`src/rtl/ring_ptr_pkg.sv`:
```
`timescale 1ns/1ps
package ring_ptr_pkg;
  typedef enum logic [2:0] {
    OP_FWRITE  = 3'd0,
    OP_FREAD   = 3'd1,
    OP_GPREP   = 3'd2,
    OP_GPUB    = 3'd3,
    OP_GINSP   = 3'd4,
    OP_GREL    = 3'd5,
    OP_REWIND  = 3'd6,
    OP_RSVD    = 3'd7
  } ring_op_e;
endpackage

```
`src/rtl/ring_occupancy.sv`:
```
`timescale 1ns/1ps
module ring_occupancy #(
  parameter int PW = 7
) (
  input  logic [PW-1:0] wr_resv,
  input  logic [PW-1:0] wr_pub,
  input  logic [PW-1:0] rd_insp,
  input  logic [PW-1:0] rd_rel,
  output logic [PW-1:0] reserved,
  output logic [PW-1:0] filled,
  output logic [PW-1:0] unread,
  output logic [PW-1:0] spare
);
  // PW-bit subtraction wraps at the ring length (power of two).
  always_comb begin
    reserved = wr_resv - rd_rel;
    filled   = wr_pub - rd_rel;
    unread   = wr_pub - rd_insp;
    spare    = rd_rel - wr_resv - PW'(1);
  end
endmodule

```
`src/rtl/ring_clamp.sv`:
```
`timescale 1ns/1ps
module ring_clamp #(
  parameter int PW = 7,
  localparam int CW = PW + 1
) (
  input  logic [CW-1:0] req,
  input  logic [PW-1:0] avail,
  input  logic [PW-1:0] ptr,
  output logic [CW-1:0] grant
);
  localparam logic [CW-1:0] SPAN = CW'(1) << PW;
  logic [CW-1:0] room;
  logic [CW-1:0] lim;

  always_comb begin
    room  = SPAN - {1'b0, ptr};
    lim   = ({1'b0, avail} < room) ? {1'b0, avail} : room;
    grant = (req < lim) ? req : lim;
  end
endmodule

```
`src/rtl/frame_ring_ptrs.sv`:
```
`timescale 1ns/1ps
module frame_ring_ptrs
  import ring_ptr_pkg::*;
#(
  parameter int RING_FRAMES = 128,
  parameter int GROUP       = 16,
  parameter int BASE        = 0,
  parameter int OFS_W       = 16,
  localparam int PW = $clog2(RING_FRAMES),
  localparam int CW = PW + 1
) (
  input  logic             clk,
  input  logic             rst,
  input  logic             op_valid,
  input  logic [2:0]       op_code,
  input  logic [CW-1:0]    req_frames,
  output logic             done,
  output logic             ok,
  output logic [CW-1:0]    grant_frames,
  output logic [OFS_W-1:0] grant_ofs,
  output logic [PW-1:0]    cnt_reserved,
  output logic [PW-1:0]    cnt_filled,
  output logic [PW-1:0]    cnt_unread,
  output logic [PW-1:0]    cnt_spare
);
  localparam logic [PW-1:0]    STEP   = PW'(GROUP);
  localparam logic [PW-1:0]    ALIGN  = ~PW'(GROUP - 1);
  localparam logic [CW-1:0]    STEP_C = CW'(GROUP);
  localparam logic [OFS_W-1:0] BASE_O = OFS_W'(BASE);

  logic [PW-1:0] wr_resv, wr_pub, rd_insp, rd_rel;
  logic [CW-1:0] wr_grant, rd_grant;

  ring_occupancy #(.PW(PW)) u_occ (
    .wr_resv (wr_resv),
    .wr_pub  (wr_pub),
    .rd_insp (rd_insp),
    .rd_rel  (rd_rel),
    .reserved(cnt_reserved),
    .filled  (cnt_filled),
    .unread  (cnt_unread),
    .spare   (cnt_spare)
  );

  ring_clamp #(.PW(PW)) u_wr_clamp (
    .req  (req_frames),
    .avail(cnt_spare),
    .ptr  (wr_pub),
    .grant(wr_grant)
  );

  ring_clamp #(.PW(PW)) u_rd_clamp (
    .req  (req_frames),
    .avail(cnt_unread),
    .ptr  (rd_insp),
    .grant(rd_grant)
  );

  always_ff @(posedge clk) begin
    if (rst) begin
      wr_resv      <= '0;
      wr_pub       <= '0;
      rd_insp      <= '0;
      rd_rel       <= '0;
      done         <= 1'b0;
      ok           <= 1'b0;
      grant_frames <= '0;
      grant_ofs    <= '0;
    end else begin
      done         <= op_valid;
      ok           <= 1'b0;
      grant_frames <= '0;
      grant_ofs    <= '0;
      if (op_valid) begin
        case (op_code)
          OP_FWRITE: begin
            wr_resv      <= wr_pub + wr_grant[PW-1:0];
            wr_pub       <= wr_pub + wr_grant[PW-1:0];
            grant_frames <= wr_grant;
            ok           <= (wr_grant != '0);
            grant_ofs    <= BASE_O + OFS_W'(wr_pub);
          end
          OP_FREAD: begin
            rd_insp      <= rd_insp + rd_grant[PW-1:0];
            rd_rel       <= rd_insp + rd_grant[PW-1:0];
            grant_frames <= rd_grant;
            ok           <= (rd_grant != '0);
            grant_ofs    <= BASE_O + OFS_W'(rd_insp);
          end
          OP_GPREP: begin
            if (cnt_spare >= STEP) begin
              wr_resv      <= wr_resv + STEP;
              grant_frames <= STEP_C;
              ok           <= 1'b1;
              grant_ofs    <= BASE_O + OFS_W'(wr_resv);
            end
          end
          OP_GPUB: begin
            wr_pub <= wr_pub + STEP;
            ok     <= 1'b1;
          end
          OP_GINSP: begin
            if (cnt_unread >= STEP) begin
              rd_insp      <= rd_insp + STEP;
              grant_frames <= STEP_C;
              ok           <= 1'b1;
              grant_ofs    <= BASE_O + OFS_W'(rd_insp);
            end
          end
          OP_GREL: begin
            rd_rel <= rd_rel + STEP;
            ok     <= 1'b1;
          end
          OP_REWIND: begin
            rd_insp <= wr_pub & ALIGN;
            rd_rel  <= wr_pub & ALIGN;
            ok      <= 1'b1;
          end
          default: ;
        endcase
      end
    end
  end

  AST_DONE_FOLLOWS: assert property (@(posedge clk) disable iff (rst)
    op_valid |=> done);
  AST_NO_SPURIOUS_DONE: assert property (@(posedge clk) disable iff (rst)
    !op_valid |=> !done);
  AST_WRITE_CLAMP: assert property (@(posedge clk) disable iff (rst)
    (done && $past(op_code) == OP_FWRITE) |->
      (grant_frames <= $past(req_frames) && grant_frames <= {1'b0, $past(cnt_spare)}));
  AST_READ_CLAMP: assert property (@(posedge clk) disable iff (rst)
    (done && $past(op_code) == OP_FREAD) |->
      (grant_frames <= $past(req_frames) && grant_frames <= {1'b0, $past(cnt_unread)}));
  AST_NO_WRAP_CROSS: assert property (@(posedge clk) disable iff (rst)
    (done && ($past(op_code) == OP_FWRITE || $past(op_code) == OP_FREAD)) |->
      (int'(grant_ofs) - BASE + int'(grant_frames) <= RING_FRAMES));
  AST_PREP_ADVANCE: assert property (@(posedge clk) disable iff (rst)
    (done && ok && $past(op_code) == OP_GPREP) |->
      (cnt_reserved == $past(cnt_reserved) + STEP));
  AST_PREP_REFUSE: assert property (@(posedge clk) disable iff (rst)
    (done && !ok && $past(op_code) == OP_GPREP) |->
      ($past(cnt_spare) < STEP && $stable(cnt_reserved)));
  AST_REWIND_RESIDUE: assert property (@(posedge clk) disable iff (rst)
    (done && $past(op_code) == OP_REWIND) |->
      (cnt_unread < STEP && cnt_unread == cnt_filled));
endmodule

```
`config.mk`:
```
export PLATFORM = sky130hd
export DESIGN_NAME = frame_ring_ptrs
export DESIGN_NICKNAME = d
export VERILOG_FILES = /design/src/rtl/ring_ptr_pkg.sv /design/src/rtl/ring_occupancy.sv /design/src/rtl/ring_clamp.sv /design/src/rtl/frame_ring_ptrs.sv
export SDC_FILE = /design/constraint.sdc
export NUM_CORES = 1
export LEC_CHECK = 0
export ABC_AREA = 1
export BUFFER_PORTS_ARGS = -buffer_cell sky130_fd_sc_hd__buf_2
export CAP_MARGIN = 0
export CORE_ASPECT_RATIO = 0.7
export CORE_MARGIN = 4
export CORE_UTILIZATION = 55
export CTS_CLUSTER_DIAMETER = 150
export DETAILED_ROUTE_END_ITERATION = 10
export PLACE_DENSITY = 0.77
export REMOVE_ABC_BUFFERS = 1
export SYNTH_ARGS = -nofsm -noshare
export SYNTH_HDL_FRONTEND = slang
export SYNTH_SLANG_ARGS = --single-unit
```
`constraint.sdc`:
```
create_clock -name clk -period 6.5 [get_ports clk]
set_clock_uncertainty 0.05 [all_clocks]
set_input_delay 0.65 -clock clk [delete_from_list [all_inputs] [get_ports clk]]
set_output_delay 0.65 -clock clk [all_outputs]
set_load 0.01 [all_outputs]
```
==> flow_metrics.py <==
metrics = {
    "finish": {
        "fillers": 813,
        "syn_to_final_growth_pct": 11.8,
        "fin_util_pct": 64.1,
        "drive_above_1_share_pct": 16.3,
        "diodes": 0,
        "fin_area_sq_um": 5530,
        "stdcell_count": 906,
        "nets": 874,
    },
    "sta": {
        "setup_slack_ns": 0.466,
        "fmax_mhz": 166,
        "finalHoldViolations": 0,
        "fin_setup_tns_ns": 0,
        "post-route-period-util_pct": 92.8,
        "worst_pin_slew_ns": 0.896,
        "maxSlewViolCount": 0,
        "max-slew-margin-rel_pct": 39.8,
        "whs_ns": 0.420,
        "min_period_ns": 6.03,
        "setup_viol": 0,
    },
    "placed_design": {
        "post-dp-hpwl_microns": 11900,
        "dpl-instance-area_sq_um": 5340,
        "post-place-ws_ns": 0.255,
        "dp_cells": 896,
        "place.gp.congestion": 0.963,
        "io_buffers": 58,
    },
    "setup_path": {
        "end_kind": "flop",
        "cp.required_ns": 6.68,
        "cp_slowest_cell": "fa_1",
        "crit_top_cell": "nand2_1",
        "cp_top_family": "adder cells",
        "rr_startpoint": "wr_pub[0]",
        "startpoint_type": "flop",
        "arrival_ns": 6.22,
        "r2r-end": "rd_rel[6]",
        "critPathMaxFanout": 9,
        "max_stage_delay_ns": 0.42,
        "path_class": "reg2reg",
        "crit_buf_inv": 6,
        "rrSetupSlack_ns": 0.47,
        "ff2ff_path_depth": 37,
    },
    "global_route": {
        "grt_max_degree": 16,
        "grt_antenna_before_repair": 0,
        "grt_pass1_wl_microns": 23100,
        "grt_usage_pct": 27.5,
        "grt_overflow_total": 0,
        "grt_pass1_vias": 4600,
    },
    "synth": {
        "synthArstFlopShare_pct": 0,
        "synth-seq-cells": 45,
        "synth.avg_cell_area_sq_um": 6.89,
        "synth_ff_type": "dfxtp_1",
        "synth_edf_count": 0,
        "seq_area_frac_synth_pct": 18.2,
        "netlist_area_sq_um": 4940,
        "yosys_warnings": 0,
        "syn_inst": 718,
        "synth_cell_types": 49,
    },
    "clocking": {
        "clk_pin_slew_ns": 0.07,
        "cts_tree": "done",
        "cts-root-buf": "clkbuf_16",
        "cts_buffer_depth": 2,
        "clock_latency_ns": 0.30,
        "numCtsBuffers": 5,
        "postCtsHoldBufs": 0,
        "htreeDepth": 2,
        "cts.sinks": 45,
    },
    "die": {
        "start_util_pct": 57.4,
        "core_sq_um": 8620,
        "dieHeight_microns": 87.3,
        "fp.dieW_microns": 121,
        "rows": 28,
        "die_area_sq_um": 10600,
        "io_pins": 68,
    },
    "power_and_ir_drop": {
        "vdd_drop_max_mv": 0.240,
        "power_density_nw_per_um2": 367,
        "finalPower_mw": 2.03,
        "p_leak_nw": 2.99,
    },
    "detailed_routing": {
        "routed-wl-met3_microns": 1450,
        "route.met2.wl_microns": 6210,
        "detail-route-antenna-nets": 0,
        "vias": 5015,
        "first_iter_violations": 484,
        "drc": 0,
        "routed_via_density": 5.54,
        "wire_per_inst_microns": 16.0,
        "dr.pass1.iters": 6,
        "wirelength_microns": 14500,
        "wl_met1_microns": 6670,
        "highest_layer": "met4",
    },
    "worst_hold_path": {
        "min_from": "wr_resv[0]",
        "hold_path_class": "reg2reg",
        "min_path_cells": 2,
        "worstHoldEndpoint": "wr_resv[0]",
    },
    "flow_run": {
        "cap_viol_max_count": 0,
    },
    "status": {
        "status": "complete, no violations",
    },
}
-- kinds of logic after synthesis --
logic type,share of synthesized area (%)
AO/OA/AOI/OAI,15.7
XOR/XNOR,7.95
adder cells (fa/ha/maj),19.7
buffers and inverters,12.1
flip-flops,18.2
other,0.152
AND/OR/NAND/NOR,26.2
-- layer usage --
| layer | track usage [%] | up-vias |
|---|---|---|
| li1 | - | 2434 |
| met1 | 39.4 | 2305 |
| met2 | 42.8 | 252 |
| met3 | 5.97 | 24 |
| met4 | 5.29 | 0 |
| met5 | 0 | - |
-- how the worst max path moves through the flow --
| stage | start | to | slack, ns | cells past startpoint |
|---|---|---|---|---|
| 2_1_floorplan | wr_pub[0] | rd_rel[6] | 0.71 | 32 |
| 3_3_place_gp | wr_pub[0] | rd_rel[6] | 0.62 | 33 |
| 3_5_place_dp | wr_pub[0] | rd_rel[6] | 0.25 | 33 |
| 4_1_cts | rd_insp[2] | rd_rel[6] | 0.21 | 36 |
| 5_1_grt | wr_pub[0] | rd_rel[6] | -0.02 | 37 |
| 6_report | wr_pub[0] | rd_rel[6] | 0.47 | 37 |
-- state kept, by name, indices dropped and copies added (netlist names) --
name          flops
rd_rel            7
wr_pub            7
grant_ofs         7
ok                1
wr_resv           7
grant_frames      8
rd_insp           7
done              1
-- report_power, final --
group | internal (mW) | total, mW | switching (mW)
combinational | 0.526 | 1.45 | 0.922
clock | 0.144 | 0.267 | 0.124
sequential | 0.294 | 0.315 | 0.0212
-- cell usage in the layout, fill, tap and decap left out, drive strengths merged, types with 7 or more instances in the layout --
| cell type | synthesis | final |
|---|---|---|
| o21bai | 8 | 8 |
| nand3 | 43 | 43 |
| conb | 2 | 11 |
| nor2 | 60 | 60 |
| o21ai | 42 | 42 |
| inv | 117 | 118 |
| xnor2 | 7 | 7 |
| dfxtp | 45 | 45 |
| o22ai | 7 | 7 |
| nand2 | 170 | 170 |
| a21oi | 59 | 59 |
| ha | 70 | 70 |
| buf | 12 | 68 |
| xor2 | 37 | 37 |
-- cell usage after synthesis (3+ instances only) --
master,instances,area (sq um)
ha_1,70,876
a31oi_1,3,18.8
nor2_4,3,33.8
nor2_2,3,18.8
o21ai_1,5,25.0
a21oi_1,58,290
xor2_1,36,315
nand2_4,7,78.8
nand2_1,151,567
dfxtp_1,45,901
nand2_2,12,75.1
inv_1,108,405
nand4_1,3,18.8
nor2_1,54,203
xnor2_1,7,61.3
buf_4,9,67.6
clkbuf_8,3,41.3
o21bai_1,6,45.0
o21ai_0,35,175
inv_2,7,26.3
nand3_1,40,200
fa_1,5,100
nor3_1,4,20.0
o22ai_1,7,43.8
-- worst register-to-register path, delay by kind of cell (launching register included) --
family	cells	cell delay (ns)
AOI/OAI and AO/OA	8	1.28
xor gates and xnor gates	3	0.58
adders and majority gates	6	1.95
buffers and inverters	6	0.50
DFF	1	0.40
and+or+nand+nor	14	1.21
-- area by class of cell --
class                      instances  area, sq um  share of cell area (%)
timing repair buffer              68          365                    6.61
inverter                         118          453                    8.19
clock inverter                     3         21.3                   0.385
multi-input combinational        547         3510                    63.5
clock buffer                       5          125                    2.26
sequential                        45          903                    16.3
tap                              120          150                    2.72
-- timing repair --
action / 4_1_cts / 5_1_grt
endpoints found under the hold margin: 0 / 0
gates resized for setup: 0 / 9
setup endpoints to repair: 0 / 4
buffers inserted: 0 / 2
(Power assumes the default switching activity.)
